`src/rtl/nvblk_pkg.sv`:
```
package nvblk_pkg;
  localparam int unsigned NUM_BLK   = 3;
  localparam int unsigned MEM_BYTES = 40;
  localparam int unsigned IDX_W     = $clog2(MEM_BYTES);
  localparam logic [7:0]  MEM_BASE  = 8'h20;
  localparam logic [7:0]  MEM_END   = MEM_BASE + 8'(MEM_BYTES);
  localparam logic [7:0]  STAT_ADDR = 8'h07;
  localparam int unsigned CFG0_IDX  = 16;
  localparam int unsigned CFG1_IDX  = 17;

  typedef enum logic [1:0] {OP_NONE, OP_COPY, OP_RECALL, OP_LOCK} op_e;

  typedef struct packed {
    op_e        op;
    logic [1:0] blk;
  } cmd_t;

  function automatic logic [1:0] blk_of(input logic [IDX_W-1:0] idx);
    if (idx < IDX_W'(16))      return 2'd0;
    else if (idx < IDX_W'(32)) return 2'd1;
    else                       return 2'd2;
  endfunction

  function automatic logic in_mem(input logic [7:0] a);
    return (a >= MEM_BASE) && (a < MEM_END);
  endfunction
endpackage

```
`src/rtl/nvblk_cmd_dec.sv`:
```
module nvblk_cmd_dec
  import nvblk_pkg::*;
(
  input  logic [7:0] code,
  output cmd_t       cmd
);
  always_comb begin
    cmd = '{op: OP_NONE, blk: 2'd0};
    case (code)
      8'h42: cmd = '{op: OP_COPY,   blk: 2'd0};
      8'h44: cmd = '{op: OP_COPY,   blk: 2'd1};
      8'h48: cmd = '{op: OP_COPY,   blk: 2'd2};
      8'hB2: cmd = '{op: OP_RECALL, blk: 2'd0};
      8'hB4: cmd = '{op: OP_RECALL, blk: 2'd1};
      8'hB8: cmd = '{op: OP_RECALL, blk: 2'd2};
      8'h63: cmd = '{op: OP_LOCK,   blk: 2'd0};
      8'h66: cmd = '{op: OP_LOCK,   blk: 2'd1};
      8'h6A: cmd = '{op: OP_LOCK,   blk: 2'd2};
      default: cmd = '{op: OP_NONE, blk: 2'd0};
    endcase
  end
endmodule

```
`src/rtl/nvblk_timer.sv`:
```
module nvblk_timer #(
  parameter int unsigned PROG_CYC = 100000
) (
  input  logic clk,
  input  logic rst,
  input  logic start,
  output logic busy,
  output logic done
);
  localparam int unsigned CW = $clog2(PROG_CYC + 1);

  logic [CW-1:0] cnt;

  always_ff @(posedge clk) begin
    if (rst) begin
      busy <= 1'b0;
      cnt  <= '0;
    end else if (start && !busy) begin
      busy <= 1'b1;
      cnt  <= CW'(PROG_CYC - 1);
    end else if (busy) begin
      if (cnt == '0) busy <= 1'b0;
      else           cnt  <= cnt - 1'b1;
    end
  end

  assign done = busy && (cnt == '0);

  p_busy_hold_r2: assert property (@(posedge clk) disable iff (rst)
    (busy && cnt != '0) |=> busy);

  p_start_idle_r5: assert property (@(posedge clk) disable iff (rst)
    start |-> !busy);
endmodule

```
`src/rtl/nvblk_store.sv`:
```
module nvblk_store
  import nvblk_pkg::*;
#(
  parameter logic [7:0] NV_INIT = 8'hFF
) (
  input  logic             clk,
  input  logic             rst,
  input  logic             wr_en,
  input  logic [IDX_W-1:0] wr_idx,
  input  logic [7:0]       wr_data,
  input  logic             rcl_en,
  input  logic [1:0]       rcl_blk,
  input  logic             cpy_en,
  input  logic [1:0]       cpy_blk,
  input  logic [IDX_W-1:0] rd_idx,
  output logic [7:0]       rd_data,
  output logic [7:0]       cfg0,
  output logic [7:0]       cfg1
);
  logic [7:0] shadow [MEM_BYTES];
  logic [7:0] nv     [MEM_BYTES] = '{default: NV_INIT};

  always_ff @(posedge clk) begin
    if (cpy_en) begin
      for (int i = 0; i < MEM_BYTES; i++)
        if (blk_of(IDX_W'(i)) == cpy_blk) nv[i] <= shadow[i];
    end
  end

  always_ff @(posedge clk) begin
    if (rst) begin
      for (int i = 0; i < MEM_BYTES; i++) shadow[i] <= nv[i];
    end else begin
      if (wr_en) shadow[wr_idx] <= wr_data;
      if (rcl_en) begin
        for (int i = 0; i < MEM_BYTES; i++)
          if (blk_of(IDX_W'(i)) == rcl_blk) shadow[i] <= nv[i];
      end
    end
  end

  assign rd_data = shadow[rd_idx];
  assign cfg0    = nv[CFG0_IDX];
  assign cfg1    = nv[CFG1_IDX];
endmodule

```
`src/rtl/nvblk_mgr.sv`:
```
module nvblk_mgr
  import nvblk_pkg::*;
#(
  parameter int unsigned PROG_CYC = 100000,
  parameter logic [7:0]  NV_INIT  = 8'hFF
) (
  input  logic       clk,
  input  logic       rst,
  input  logic [7:0] addr,
  input  logic [7:0] wdata,
  input  logic       wr_en,
  input  logic       cmd_en,
  output logic [7:0] rdata,
  output logic       busy,
  output logic       chg_en,
  output logic       dis_en,
  output logic       sleep_en
);
  cmd_t               dc;
  cmd_t               act_q;
  logic [NUM_BLK-1:0] lock_q = '0;
  logic               arm_q;
  logic               busy_w, done_w, start, rcl, wr_ok, mem_hit;
  logic [IDX_W-1:0]   idx;
  logic [1:0]         ablk;
  logic [7:0]         sh_rd, cfg0, cfg1;

  nvblk_cmd_dec u_dec (.code(wdata), .cmd(dc));

  assign mem_hit = in_mem(addr);
  assign idx     = IDX_W'(addr - MEM_BASE);
  assign ablk    = blk_of(idx);

  assign start = cmd_en && !busy_w && !lock_q[dc.blk] &&
                 ((dc.op == OP_COPY) || (dc.op == OP_LOCK && arm_q));
  assign rcl   = cmd_en && !busy_w && (dc.op == OP_RECALL);
  assign wr_ok = wr_en && !cmd_en && mem_hit && !lock_q[ablk] &&
                 !(busy_w && ablk == act_q.blk);

  nvblk_timer #(.PROG_CYC(PROG_CYC)) u_tmr (
    .clk(clk), .rst(rst), .start(start), .busy(busy_w), .done(done_w)
  );

  nvblk_store #(.NV_INIT(NV_INIT)) u_mem (
    .clk(clk), .rst(rst),
    .wr_en(wr_ok), .wr_idx(idx), .wr_data(wdata),
    .rcl_en(rcl), .rcl_blk(dc.blk),
    .cpy_en(done_w && act_q.op == OP_COPY), .cpy_blk(act_q.blk),
    .rd_idx(idx), .rd_data(sh_rd), .cfg0(cfg0), .cfg1(cfg1)
  );

  // lock flags model nonvolatile cells: no reset
  always_ff @(posedge clk) begin
    if (done_w && act_q.op == OP_LOCK) lock_q[act_q.blk] <= 1'b1;
  end

  always_ff @(posedge clk) begin
    if (rst) begin
      arm_q <= 1'b0;
      act_q <= '{op: OP_NONE, blk: 2'd0};
    end else begin
      if (start) act_q <= dc;
      if (wr_en && !cmd_en && addr == STAT_ADDR) arm_q <= wdata[6];
      if (done_w && act_q.op == OP_LOCK) arm_q <= 1'b0;
    end
  end

  always_ff @(posedge clk) begin
    if (rst || (rcl && dc.blk == 2'd1)) begin
      chg_en   <= cfg0[1];
      dis_en   <= cfg0[0];
      sleep_en <= cfg1[5];
    end
  end

  always_ff @(posedge clk) begin
    if (rst)                    rdata <= 8'h00;
    else if (addr == STAT_ADDR) rdata <= {busy_w, arm_q, 3'b000, lock_q};
    else if (mem_hit)           rdata <= sh_rd;
    else                        rdata <= 8'h00;
  end

  assign busy = busy_w;

  p_lock_sticky_r8: assert property (@(posedge clk) disable iff (rst)
    ((lock_q & $past(lock_q)) == $past(lock_q)));

  p_lock_clears_arm_r6: assert property (@(posedge clk) disable iff (rst)
    (lock_q != $past(lock_q)) |-> !arm_q);

  p_lock_after_busy_r6: assert property (@(posedge clk) disable iff (rst)
    (lock_q != $past(lock_q)) |-> $past(busy_w));

  p_busy_from_cmd_r2: assert property (@(posedge clk) disable iff (rst)
    $rose(busy_w) |-> $past(cmd_en));

  p_cfg_only_recall_r10: assert property (@(posedge clk) disable iff (rst)
    !$past(cmd_en) |-> $stable({chg_en, dis_en, sleep_en}));
endmodule

```
`config.mk`:
```
export PLATFORM = sky130hd
export DESIGN_NAME = nvblk_mgr
export DESIGN_NICKNAME = d
export VERILOG_FILES = /design/src/rtl/nvblk_pkg.sv /design/src/rtl/nvblk_cmd_dec.sv /design/src/rtl/nvblk_timer.sv /design/src/rtl/nvblk_store.sv /design/src/rtl/nvblk_mgr.sv
export SDC_FILE = /design/constraint.sdc
export NUM_CORES = 1
export LEC_CHECK = 0
export ABC_AREA = 1
export CORE_ASPECT_RATIO = 1.25
export CORE_MARGIN = 2
export CORE_UTILIZATION = 30
export DETAILED_ROUTE_END_ITERATION = 10
export DONT_BUFFER_PORTS = 1
export GPL_TIMING_DRIVEN = 0
export PLACE_DENSITY_LB_ADDON = 0.15
export SYNTH_ARGS = -nofsm -noshare
export SYNTH_HDL_FRONTEND = slang
export SYNTH_SLANG_ARGS = --single-unit
```
`constraint.sdc`:
```
create_clock -name clk -period 21.4 [get_ports clk]
set_clock_uncertainty 0.15 [all_clocks]
set_input_delay 4.28 -clock clk [delete_from_list [all_inputs] [get_ports clk]]
set_output_delay 4.28 -clock clk [all_outputs]
set_load 0.05 [all_outputs]
```
==> flow_summary.yaml, run 1 <==
outcome:
  status: "finished with violations"
  violations: "max-capacitance violations, max-slew violations"
yosys:
  synth_top_family_by_area: "simple AND/OR/NAND/NOR gates"
  synth_simple_gate_area_share_pct: 16.6
  synth_adder_area_share_pct: 0.0350
  yosysTopAreaCell: "edfxtp_1"
  synthesis.area_um2: 35700
  yosysWarnings: 0
  synth_seq_cells: 869
  ys_seq_area_share_pct: 72.2
  synthCells: 3048
  synth_top_area_share_pct: 70.5
  synth_xor_xnor_area_share_pct: 0.294
  muxShareOfSynthArea_pct: 0
  synthTopCellsByArea: "edfxtp_1, nand2_1, o21ai_1"
  yosysUniqueCellTypes: 42
  synth_compound_area_share_pct: 8.06
  syn_avg_cell_area_um2: 11.7
setup_path:
  path_max_fanout: 27
  crit_path_end_kind: "flip-flop"
  r2r_end: "u_mem.shadow[22][1]"
  start_kind: "input port"
  r2r_slack_ns: 17.11
  worstReg2RegStart: "u_tmr.busy"
  cp_data_arrival_time_ns: 7.78
  reg2regPathDepth: 6
  path_class: "input port to flip-flop"
  crit_required_ns: 21.52
global_route:
  grt_usage_pct: 20.0
  grt_pass1_wl_mm: 173
  antenna_found_initial: 7
  grt_max_degree: 29
  grt_pass1_vias: 23600
  overflow: 0
route:
  top_layer: "met5"
  first_iter_violations: 2456
  finalWirelength_mm: 123
  ant_nets: 0
  routed-wl-met2_mm: 61.5
  vias_per_cell: 4.77
  routed-wl-met3_mm: 5.76
  wl_met1_mm: 50.8
  remaining_drc_errors: 0
  num_vias: 23900
  drt_pre_antenna_iters: 5
  wl_per_cell_um: 24.6
timing:
  worst_pin_slew_ns: 1.55
  setup_tns_ns: 0
  slew_headroom_pct: -3.01
  timing.hold.ws_ns: 0.291
  period_minus_slack_ns: 7.66
  fmaxAchievable_mhz: 131
  rsz0062_at_grt: "no"
  slew_viol_final: 11
  setup_viol: 0
  period_share_pct: 35.8
  timing.final.hold_violations: 0
placement:
  dpl.hpwl_mm: 83.6
  port_buffers: 0
  dp.cells: 4846
  gp_congestion: 0.856
clock_tree:
  post-cts-setup-buffer-count: 0
  clk_path_buf_depth: 3
  cts_buffers: 89
  cts_tree: "done"
  clk_latency_ns: 0.69
  clk_pin_slew_ns: 0.07
  clockRootBuffer: "clkbuf_16"
  h-tree-depth: 3
  cts.repair.resized: 0
  cts.sinks: 869
  ctsHoldBuffers: 0
hold_path:
  hp-start: "u_mem.shadow[14][6]"
  min_path_type: "flip-flop to flip-flop"
  whs_endpoint: "u_mem.nv[1][54]"
  whs_path_depth: 0
floorplanning:
  rows: 141
  core-area_um2: 118000
  pin_count: 32
  die_h_um: 390
  die_w_um: 313
  dieArea_um2: 122000
  initial_core_util_pct: 30.2
cells_and_area:
  layout.nets: 3386
  drive_above_1_share_pct: 10.8
  area_growth_pct: 17.5
  final_util_pct: 35.5
  final_cells: 5014
power_and_ir_drop:
  power_density_nw_per_um2: 91.1
  ir_drop_mv: 0.0651
  p_leak_nw: 16.7
job:
  max_cap_violations: 1
## cells by family (layout without fill, tap and decap cells)
| kind of cell | after synthesis | count (layout) |
|---|---|---|
| compound gates | 522 | 522 |
| xor+xnor | 12 | 12 |
| fa+ha+maj | 1 | 1 |
| buf+inv | 215 | 415 |
| flops | 869 | 869 |
| other cells | 1 | 194 |
| simple gates | 1428 | 1428 |
## cells in the mapped netlist
master / count
nor4_1: 2
nor2_4: 1
nand3b_1: 6
a21oi_1: 116
a211oi_2: 1
o21bai_1: 2
o21ai_0: 73
o21a_4: 1
buf_6: 17
nand3_1: 36
nand2_4: 36
ha_1: 1
inv_1: 49
edfxtp_1: 838
conb_1: 1
nand2_1: 1185
o2111ai_2: 1
a22oi_1: 25
xnor2_1: 2
nand2_2: 4
inv_2: 14
buf_1: 14
a21oi_2: 1
nand4_1: 15
nand2_8: 1
or2_2: 8
dfxtp_1: 31
nor2_8: 5
buf_2: 44
o21ai_1: 257
a21boi_0: 1
clkinv_1: 1
nor2_1: 107
clkbuf_1: 73
nand3_2: 4
nor3_1: 13
nor2_2: 5
o22ai_1: 1
buf_4: 2
clkbuf_2: 1
o21ai_2: 43
xor2_1: 10
## per-stage QoR
stage	setup slack (ns)	power [W]	cell area, um2
finish	13.74	0.00382	42000
global route	13.67	0.00393	42000
CTS	13.84	0.00385	41900
detailed placement	13.15	0.00215	38800
global placement	3.67	0.00214	38400
floorplan	10.60	0.00205	36400
## placed cells by master, fill, tap and decap left out, drive strengths merged, types with 16 or more instances in the layout
| cell type | n |
|---|---|
| nand3 | 40 |
| clkbuf | 182 |
| edfxtp | 838 |
| bufinv | 16 |
| clkinv | 32 |
| nor2 | 118 |
| conb | 192 |
| a22oi | 25 |
| inv | 65 |
| o21ai | 373 |
| a21oi | 117 |
| nand2 | 1226 |
| buf | 112 |
| dfxtp | 31 |
## critical path, stage by stage
cell	delay, ns
inv_1	0.33
nor2_1	0.14
nand2_1	0.10
nand3_1	0.10
nand2_1	0.12
nor3_1	0.11
nand2_1	0.11
nand2_1	0.32
inv_1	0.60
clkbuf_1	0.96
nand2_1	0.57
## worst max-delay path by stage
stage,from,to,slack (ns),depth (start not counted)
finish,wdata[1],u_mem.shadow[22][1],13.74,11
global route,wdata[1],u_mem.shadow[22][1],13.67,11
CTS,wdata[1],u_mem.shadow[22][0],13.84,11
detailed placement,wdata[1],u_mem.shadow[22][7],13.15,11
global placement,u_tmr.busy,u_mem.nv[2][13],3.67,4
floorplan,u_tmr.busy,u_mem.nv[0][0],10.60,4
## layer usage
metal	track usage (%)	vias to the layer above
li1	-	11000
met2	35.1	735
met3	2.21	201
met1	25.1	11900
met4	8.33	2
met5	0	-
## power breakdown
group          internal (W)  switching [W]  total [W]
Clock              0.000996       0.000719    0.00171
Combinational     0.0000326       0.000150   0.000182
Sequential          0.00191      0.0000214    0.00193
Total               0.00293       0.000890    0.00382
## sequential cells by signal (all words and copies together), names as in the netlist, 3 cells and up
register      flops
u_mem.shadow    512
u_mem.nv        320
u_tmr.cnt        17
rdata             8
act_q             4
lock_q            3
## final cells by class
type	count	area (um2)
multi-input cells	2155	9670
repair buffers	35	398
well taps	1573	1970
clock buffers	108	2390
inverters	64	240
fillers	12000	76200
flip-flops and latches	869	25800
plain buffers	151	761
diodes	2	5.00
clock inverters	57	742
Power figures use the tool's default switching activity.
==> run 2, diff against run 1 <==
--- a/config.mk
+++ b/config.mk
@@ -5,7 +5,7 @@
 export SDC_FILE = /design/constraint.sdc
 export NUM_CORES = 1
 export LEC_CHECK = 0
-export ABC_AREA = 1
+export ABC_AREA = 0
 export CORE_ASPECT_RATIO = 1.25
 export CORE_MARGIN = 2
 export CORE_UTILIZATION = 30
==> constraint.sdc (replaced) <==
create_clock -name clk -period 7.6 [get_ports clk]
set_clock_uncertainty 0.15 [all_clocks]
set_input_delay 1.52 -clock clk [delete_from_list [all_inputs] [get_ports clk]]
set_output_delay 1.52 -clock clk [all_outputs]
set_load 0.05 [all_outputs]
==> flow_summary.yaml, run 2 <==
timing:
  worst_pin_slew_ns: 1.50
  setup_tns_ns: 0
  slew_headroom_pct: 0.308
  setup_viol: 0
  period_minus_slack_ns: 6.03
  rsz0062_at_grt: "no"
  slew_viol_final: 0
  period_share_pct: 79.4
  fmaxAchievable_mhz: 166
  timing.final.hold_violations: 0
setup_path:
  path_class: "input port to flip-flop"
  critPathTopFamily: "buffers and inverters"
  start_kind: "input port"
  max_stage_delay_ns: 1.11
  crit_path_end_kind: "flip-flop"
  r2r_end: "u_mem.nv[3][17]"
  r2r_slack_ns: 3.40
  cp_data_arrival_time_ns: 6.40
  crit_required_ns: 7.97
  cp_num_buf_inv: 4
  path_common_cell: "buf_1"
  cp-startpoint: "addr[0]"
  path_cells: "buf_2 -> buf_1 -> clkbuf_2 -> buf_1 -> mux2i_1 -> nor2_1 -> a21oi_1 -> o22ai_1 -> a311oi_1 -> a31oi_1"
  slowest_stage: "buf_1"
  path_max_fanout: 10
  critPathCapture: "rdata[3]"
  reg2regPathDepth: 7
  path_depth: 10
  worstReg2RegStart: "u_tmr.cnt[10]"
yosys:
  synthCells: 2019
  syn_avg_cell_area_um2: 17.7
  synth_edf_count: 838
  yosysWarnings: 0
  yosysTopAreaCell: "edfxtp_1"
  synth_top_area_share_pct: 70.2
  yosysUniqueCellTypes: 80
  synthTopCellsByArea: "edfxtp_1, mux2_2, mux4_2"
  synth_common_cells: "edfxtp_1, mux2_2, clkbuf_1, o21ai_0, mux2i_1"
  ys_seq_area_share_pct: 72.0
  synth_most_common_cell: "edfxtp_1"
  synthesis.area_um2: 35800
  synth_seq_cells: 869
  async_flop_share_pct: 0
  synthFlopType: "edfxtp_1"
floorplanning:
  initial_core_util_pct: 30.3
  dieArea_um2: 122000
  pin_count: 32
  core-area_um2: 118000
  die_w_um: 313
  die_h_um: 390
  rows: 141
clock_tree:
  clk_path_buf_depth: 3
  clockRootBuffer: "clkbuf_16"
  ctsHoldBuffers: 0
  clk_latency_ns: 0.70
  clk_pin_slew_ns: 0.06
  cts_buffers: 90
  h-tree-depth: 3
  cts_tree: "done"
  post-cts-setup-buffer-count: 0
  cts.repair.resized: 0
  cts.sinks: 869
cells_and_area:
  reg.largest.list: "u_mem.shadow x512, u_mem.nv x320, u_tmr.cnt x17"
  layout_common_cells: "edfxtp_1, mux2_2, conb_1"
  n_antenna_cell: 0
  seq_area_um2: 25800
  largest_reg_flops: 512
  area_growth_pct: 17.4
  top_register: "u_mem.shadow"
  layout.nets: 2367
  multi_input_area_um2: 10300
  n_fill_cell: 11100
  drive_above_1_share_pct: 26.8
  final_common_cell: "edfxtp_1"
route:
  drt_pre_antenna_iters: 7
  first_iter_violations: 2202
  vias_per_cell: 5.17
  ant_nets: 0
  wl_per_cell_um: 30.3
  num_vias: 20600
  finalWirelength_mm: 121
  remaining_drc_errors: 0
placement:
  port_buffers: 0
  dpl.hpwl_mm: 81.8
  gp_congestion: 0.906
power_and_ir_drop:
  p_leak_nw: 14.0
  finalPower_w: 0.0105
  ir_drop_mv: 0.157
  power_density_nw_per_um2: 249
outcome:
  violations: "max-capacitance violations"
  status: "finished with violations"
global_route:
  grt_usage_pct: 19.7
  antenna_found_initial: 6
  overflow: 0
  grt_max_degree: 32
  grt_pass1_vias: 20900
  grt_pass1_wl_mm: 168
hold_path:
  min_path_type: "flip-flop to flip-flop"
job:
  max_cap_violations: 1
[run 2: cell count changes after synthesis, moves of 41 or more]
cell,change
nand2_1,-1151
mux2_2,+337
o21ai_1,-257
mux2i_1,+68
nor2_1,-62
a21oi_1,-58
mux4_2,+42
o21ai_2,-42
inv_1,-41
[run 2: kinds of logic (layout without fill, tap and decap cells)]
kind of cell    Yosys count  after routing  synth area share, %
xor+xnor                 16             16                0.391
fa+ha+maj                 1              1               0.0349
buf+inv                 125            333                 1.47
mux                     465            465                 15.8
flops                   869            869                 72.0
compound gates          308            308                 5.84
simple gates            234            234                 4.50
other cells               1            192               0.0105
[run 2: worst min-delay path by stage]
stage	startpoint	to	slack [ns]	cells past startpoint
floorplan	u_mem.shadow[8][0]	u_mem.nv[1][0]	0.27	0
global placement	u_mem.shadow[7][4]	u_mem.nv[0][60]	0.28	0
detailed placement	u_mem.shadow[2][4]	u_mem.nv[0][20]	0.28	0
CTS	u_mem.shadow[32][5]	u_mem.nv[4][5]	0.29	0
global route	u_mem.shadow[13][7]	u_mem.nv[1][47]	0.30	0
finish	u_mem.shadow[21][4]	u_mem.nv[2][44]	0.29	0
[run 2: per-layer routing]
| layer | up-vias | track usage [%] | part of all wire [%] |
|---|---|---|---|
| met3 | 186 | 3.07 | 6.4 |
| met1 | 11000 | 26.0 | 42 |
| met5 | - | 0 | 0 |
| li1 | 8614 | - | - |
| met2 | 850 | 32.2 | 48 |
| met4 | 0 | 8.34 | 4.2 |
[run 2: per-stage QoR]
step | cells | utilization [%] | hold slack [ns] | setup WS (ns) | cell area, um2
after floorplan | 2210 | - | 0.268 | 0.251 | 36600
after global placement | 3783 | 32.5 | 0.279 | -3.20 | 38500
after detailed placement | 3825 | 33.1 | 0.282 | 0.864 | 39100
after CTS | 3989 | 35.5 | 0.292 | 1.58 | 42000
after global routing | 3991 | 35.5 | 0.302 | 1.62 | 42000
final | 3991 | 35.5 | 0.294 | 1.57 | 42000
[run 2: power breakdown]
part / switching [W] / internal, W / total, W / leakage [nW]
registers: 0.0000581 / 0.00537 / 0.00543 / 8.20
clock network: 0.00194 / 0.00253 / 0.00447 / 1.40
logic: 0.000430 / 0.000147 / 0.000577 / 4.37
[run 2: layout make-up]
cell class                 instances  area share [%]
buffer                           115            1.20
clock buffer                     118            5.68
timing repair buffer              44            1.43
inverter                          10          0.0893
sequential                       869            61.3
tap                             1573            4.68
clock inverter                    46            1.18
multi-input combinational       1216            24.4
